## config.mk

```make
export PLATFORM = sky130hd
export DESIGN_NAME = dbg_xfer_mbox
export DESIGN_NICKNAME = d
export VERILOG_FILES = /design/src/rtl/dbg_mbox_pkg.sv /design/src/rtl/dbg_mbox_decode.sv /design/src/rtl/dbg_mbox_slot.sv /design/src/rtl/dbg_xfer_mbox.sv
export SDC_FILE = /design/constraint.sdc
export NUM_CORES = 1
export LEC_CHECK = 0
export ABC_CLOCK_PERIOD_IN_PS = 800
export BUFFER_PORTS_ARGS = -buffer_cell sky130_fd_sc_hd__buf_4
export CORE_ASPECT_RATIO = 1.4
export CORE_MARGIN = 1
export CORE_UTILIZATION = 39
export CTS_CLUSTER_DIAMETER = 100
export DETAILED_ROUTE_END_ITERATION = 12
export PLACE_DENSITY = 0.75
export SLEW_MARGIN = 10
export SYNTH_ARGS = -nofsm -noshare
export SYNTH_HDL_FRONTEND = slang
export SYNTH_SLANG_ARGS = --single-unit
```

## constraint.sdc

```tcl
create_clock -name clk_i -period 0.8 [get_ports clk_i]
set_clock_uncertainty 0.1 [all_clocks]
set_input_delay 0.04 -clock clk_i [delete_from_list [all_inputs] [get_ports clk_i]]
set_output_delay 0.04 -clock clk_i [all_outputs]
set_load 0.005 [all_outputs]
```

## src/rtl/dbg_mbox_pkg.sv

```systemverilog
package dbg_mbox_pkg;
  localparam int unsigned OP1_W = 3;
  localparam int unsigned CR_W  = 4;
  localparam int unsigned OP2_W = 3;

  localparam logic [OP1_W-1:0] MBOX_OP1 = 3'd0;
  localparam logic [CR_W-1:0]  MBOX_CRN = 4'd0;
  localparam logic [CR_W-1:0]  MBOX_CRM = 4'd5;
  localparam logic [OP2_W-1:0] MBOX_OP2 = 3'd0;

  typedef struct packed {
    logic [OP1_W-1:0] op1;
    logic [CR_W-1:0]  crn;
    logic [CR_W-1:0]  crm;
    logic [OP2_W-1:0] op2;
  } cp_sel_t;

  typedef enum logic [1:0] {
    ACC_NONE,
    ACC_OK,
    ACC_TRAP
  } acc_res_e;
endpackage

```

## src/rtl/dbg_mbox_decode.sv

```systemverilog
module dbg_mbox_decode
  import dbg_mbox_pkg::*;
(
  input  logic    clk_i,
  input  logic    rst_ni,
  input  logic    req_i,
  input  logic    wr_i,
  input  logic    priv_i,
  input  logic    lock_i,
  input  cp_sel_t sel_i,
  output logic    ack_o,
  output logic    undef_o,
  output logic    core_wr_o,
  output logic    core_rd_o
);
  logic     hit;
  acc_res_e res;

  assign hit = (sel_i.op1 == MBOX_OP1) && (sel_i.crn == MBOX_CRN) &&
               (sel_i.crm == MBOX_CRM) && (sel_i.op2 == MBOX_OP2);

  always_comb begin
    res = ACC_NONE;
    if (req_i && hit) begin
      if (!priv_i && lock_i) res = ACC_TRAP;
      else                   res = ACC_OK;
    end
  end

  assign ack_o     = (res == ACC_OK);
  assign undef_o   = (res == ACC_TRAP);
  assign core_wr_o = ack_o && wr_i;
  assign core_rd_o = ack_o && !wr_i;


  undef_excl_chk: assert property (@(posedge clk_i) disable iff (!rst_ni)
    !(undef_o && (core_wr_o || core_rd_o)));

  priv_no_trap_chk: assert property (@(posedge clk_i) disable iff (!rst_ni)
    priv_i |-> !undef_o);
endmodule

```

## src/rtl/dbg_mbox_slot.sv

```systemverilog
module dbg_mbox_slot #(
  parameter int unsigned DATA_W = 32
) (
  input  logic              clk_i,
  input  logic              rst_ni,
  input  logic              load_i,
  input  logic [DATA_W-1:0] data_i,
  input  logic              take_i,
  output logic [DATA_W-1:0] data_o,
  output logic              full_o
);
  logic [DATA_W-1:0] data_q;
  logic              full_q;

  always_ff @(posedge clk_i or negedge rst_ni) begin
    if (!rst_ni) begin
      data_q <= '0;
      full_q <= 1'b0;
    end else begin
      if (load_i) data_q <= data_i;
      // load beats take
      if (load_i)      full_q <= 1'b1;
      else if (take_i) full_q <= 1'b0;
    end
  end

  assign data_o = data_q;
  assign full_o = full_q;


  load_sets_chk: assert property (@(posedge clk_i) disable iff (!rst_ni)
    load_i |=> full_o);

  take_clears_chk: assert property (@(posedge clk_i) disable iff (!rst_ni)
    (take_i && !load_i) |=> !full_o);

  idle_hold_chk: assert property (@(posedge clk_i) disable iff (!rst_ni)
    !load_i |=> $stable(data_o));
endmodule

```

## src/rtl/dbg_xfer_mbox.sv

```systemverilog
module dbg_xfer_mbox
  import dbg_mbox_pkg::*;
#(
  parameter int unsigned DATA_W = 32
) (
  input  logic              clk_i,
  input  logic              rst_ni,
  input  logic              core_req_i,
  input  logic              core_wr_i,
  input  logic              core_priv_i,
  input  logic              user_lock_i,
  input  logic [OP1_W-1:0]  core_op1_i,
  input  logic [CR_W-1:0]   core_crn_i,
  input  logic [CR_W-1:0]   core_crm_i,
  input  logic [OP2_W-1:0]  core_op2_i,
  input  logic [DATA_W-1:0] core_wdata_i,
  output logic [DATA_W-1:0] core_rdata_o,
  output logic              core_ack_o,
  output logic              core_undef_o,
  input  logic              dbg_wr_i,
  input  logic [DATA_W-1:0] dbg_wdata_i,
  input  logic              dbg_rd_i,
  output logic [DATA_W-1:0] dbg_rdata_o,
  output logic              rx_full_o,
  output logic              tx_full_o
);
  cp_sel_t sel;
  logic    core_wr_en, core_rd_en;

  assign sel = '{op1: core_op1_i, crn: core_crn_i, crm: core_crm_i, op2: core_op2_i};

  dbg_mbox_decode u_dec (
    .clk_i     (clk_i),
    .rst_ni    (rst_ni),
    .req_i     (core_req_i),
    .wr_i      (core_wr_i),
    .priv_i    (core_priv_i),
    .lock_i    (user_lock_i),
    .sel_i     (sel),
    .ack_o     (core_ack_o),
    .undef_o   (core_undef_o),
    .core_wr_o (core_wr_en),
    .core_rd_o (core_rd_en)
  );

  // inbound: debugger loads, core takes
  dbg_mbox_slot #(.DATA_W(DATA_W)) u_rx (
    .clk_i  (clk_i),
    .rst_ni (rst_ni),
    .load_i (dbg_wr_i),
    .data_i (dbg_wdata_i),
    .take_i (core_rd_en),
    .data_o (core_rdata_o),
    .full_o (rx_full_o)
  );

  // outbound: core loads, debugger takes
  dbg_mbox_slot #(.DATA_W(DATA_W)) u_tx (
    .clk_i  (clk_i),
    .rst_ni (rst_ni),
    .load_i (core_wr_en),
    .data_i (core_wdata_i),
    .take_i (dbg_rd_i),
    .data_o (dbg_rdata_o),
    .full_o (tx_full_o)
  );


  trap_keeps_tx_chk: assert property (@(posedge clk_i) disable iff (!rst_ni)
    core_undef_o |=> ($stable(dbg_rdata_o) && ($past(tx_full_o) || !tx_full_o)));

  foreign_sel_chk: assert property (@(posedge clk_i) disable iff (!rst_ni)
    (core_crm_i != MBOX_CRM) |-> (!core_ack_o && !core_undef_o));

  core_write_chk: assert property (@(posedge clk_i) disable iff (!rst_ni)
    (core_ack_o && core_wr_i) |=> (tx_full_o && dbg_rdata_o == $past(core_wdata_i)));
endmodule

```

==> metrics.cfg <==
[status]
outcome = finished, violations left
violations = hold timing, setup timing

[sta]
maxSlewHeadroom_pct = 83.6
fin_ws_ns = -0.470
fmax_mhz = 787
worstMarginPinSlew_ns = 0.244
grt_setup_unrepaired = true
period_minus_slack_ns = 1.27
tns_ns = -31.98
hold_violations = 66
min_period_over_period_pct = 159
setup_violations = 134
slew_violations = 0
whs_ns = -0.159

[worst_setup_path]
crit_chain = buf_4 -> nor4b_4 -> nand4_1 -> nor2_4 -> buf_12 -> clkbuf_16 -> mux2_4
required_ns = 0.91
path_buf_inv = 3
slowest_stage = nor4b_4
max_stage_delay_ns = 0.29
critPathMaxFanout = 5
cp_top_family = simple AND/OR/NAND/NOR gates
worst_setup_path_start_kind = primary input
critPathKind = in -> reg
crit_arrival_ns = 1.38
crit_path_end_kind = flip-flop

[route]
postRouteAntennaNets = 0
drt_iter0_markers = 30
drc_errors = 0
routed_wirelength_mm = 7.18
vias = 2153
routed_via_density = 4.50
wl_per_cell_um = 15.0
drt_first_pass_iters = 4

[synth]
avgSynthCellArea_sq_um = 17.5
ys_warn_count = 0
synthesis.area_sq_um = 2680
synth_seq_cells = 66
netlist_instances = 153
synth_cell_types = 18
ys_seq_area_share_pct = 61.7
syn_nets = 239

[die]
fp.dieW_um = 72.0
std_cell_rows = 35
initial_utilization_pct = 40.5
io_pins = 154
die-area_sq_um = 7210
dieHeight_um = 100
core-area_sq_um = 6610

[placement]
pre_cts_ws_ns = -0.832
gp_congestion = 0.700
dp.cells = 433
dpl_cell_area_sq_um = 4260
dp_hpwl_mm = 4.92
portBuffers = 153

[job]
cap_violations = 0

[cells_and_area]
final_area_sq_um = 5140
fin_nets = 467
drive_gt1_share_pct = 80.1
stdcell_count = 478
fin_util_pct = 77.8
antennaDiodeCount = 0
area_growth_pct = 92.0

[clock_tree]
cts_root_buffer = clkbuf_8
cts-htree-levels = 3
hold_buffers = 2
cts_buffers = 9
clkTransAtPathRegs_ns = 0.08
insertion_delay_ns = 0.32
clockBufferDepth = 2
cts_tree = built
clock_sink_count = 66

[global_route]
grt_first_pass_wirelength_mm = 10.9
antenna_found_initial = 0
gr-total-overflow = 0
grt_pass1_vias = 2283
gr-usage-all-layers_pct = 20.1
grt_max_degree = 37

[power]
peakVddDrop_mv = 0.911
power.density_nw_per_um2 = 1450
power.leakage_nw = 2.58
power_mw = 7.47

[min_path]
min_path_type = in -> reg

[sequential cells by signal, summed over array words and instances, names as in the netlist]
register     cells
u_tx.data_o     32
u_rx.full_o      1
u_rx.data_o     32
u_tx.full_o      1
[cell families after synthesis]
| kind of cell | after synthesis | synth area share [%] |
|---|---|---|
| flops | 66 | 61.7 |
| mux | 64 | 31.1 |
| simple gates | 13 | 3.78 |
| buf+inv | 8 | 3.04 |
| compound gates | 2 | 0.420 |
[worst register-to-register path, delay by kind of cell, from the launching register on]
| family | cells | cell delay (ns) |
|---|---|---|
| mux | 1 | 0.25 |
| flops | 1 | 0.41 |
| buf+inv | 1 | 0.15 |
[final cells by class]
type | instances | area [sq um]
timing repair buffer | 224 | 2190
clock inverter | 4 | 25.0
inverter | 1 | 3.75
sequential | 66 | 1650
multi-input combinational | 79 | 996
clock buffer | 12 | 165
tap | 92 | 115
fill | 400 | 1470
[cell usage in the layout, fill, tap and decap left out, drive strengths merged, types with 2 or more instances in the layout]
cell type	n
buf	220
dfrtp	66
mux2	64
clkbuf	14
nor2	4
nor4b	3
nand4	2
clkinv	2
clkinvlp	2
dlygate4sd3	2
[cell usage after synthesis]
| library cell | count | area [sq um] |
|---|---|---|
| a21oi_1 | 1 | 5.00 |
| buf_1 | 1 | 3.75 |
| buf_12 | 3 | 60.1 |
| buf_2 | 2 | 10.0 |
| clkbuf_1 | 1 | 3.75 |
| dfrtp_1 | 66 | 1650 |
| inv_1 | 1 | 3.75 |
| mux2_2 | 34 | 383 |
| mux2_4 | 30 | 450 |
| nand2_1 | 1 | 3.75 |
| nand2b_1 | 1 | 6.26 |
| nand4_1 | 2 | 12.5 |
| nor2_1 | 3 | 11.3 |
| nor2_4 | 1 | 11.3 |
| nor2b_1 | 1 | 6.26 |
| nor3_1 | 1 | 5.00 |
| nor4b_2 | 3 | 45.0 |
| o22ai_1 | 1 | 6.26 |
[worst paths after layout]
path,startpoint,endpoint,slack [ns],cells after the start
setup / recovery,core_crm_i[3],u_tx.data_o[8],-0.47,7
max in group asynchronous,rst_ni,u_rx.data_o[11],0.29,3
min in group asynchronous,rst_ni,u_tx.data_o[6],0.11,3
hold reg to reg,u_rx.data_o[13],u_rx.data_o[13],0.43,1
setup reg to reg,u_tx.data_o[28],u_tx.data_o[28],-0.22,2
hold / removal,core_wdata_i[4],u_tx.data_o[4],-0.16,2
[power breakdown]
group,internal [mW],total (mW),switching (mW)
clock network,1.37,2.59,1.22
logic,0.911,1.27,0.355
registers,3.50,3.61,0.110
total,5.78,7.47,1.69
[per-layer routing]
layer / wire [um] / vias up / track usage (%)
met5: 0 / - / 0
met4: 308 / 0 / 11.8
met3: 354 / 24 / 3.41
met2: 4080 / 101 / 37.0
met1: 2430 / 1031 / 21.2
li1: - / 997 / -
[timing repair]
item,in CTS,in global routing
hold endpoints to repair,132,66
resized for setup,103,11
setup endpoints to repair,134,134
buffers inserted,20,6
gates cloned,0,3
pin swaps,1,7
No activity file was read; power rests on OpenSTA's default activity.
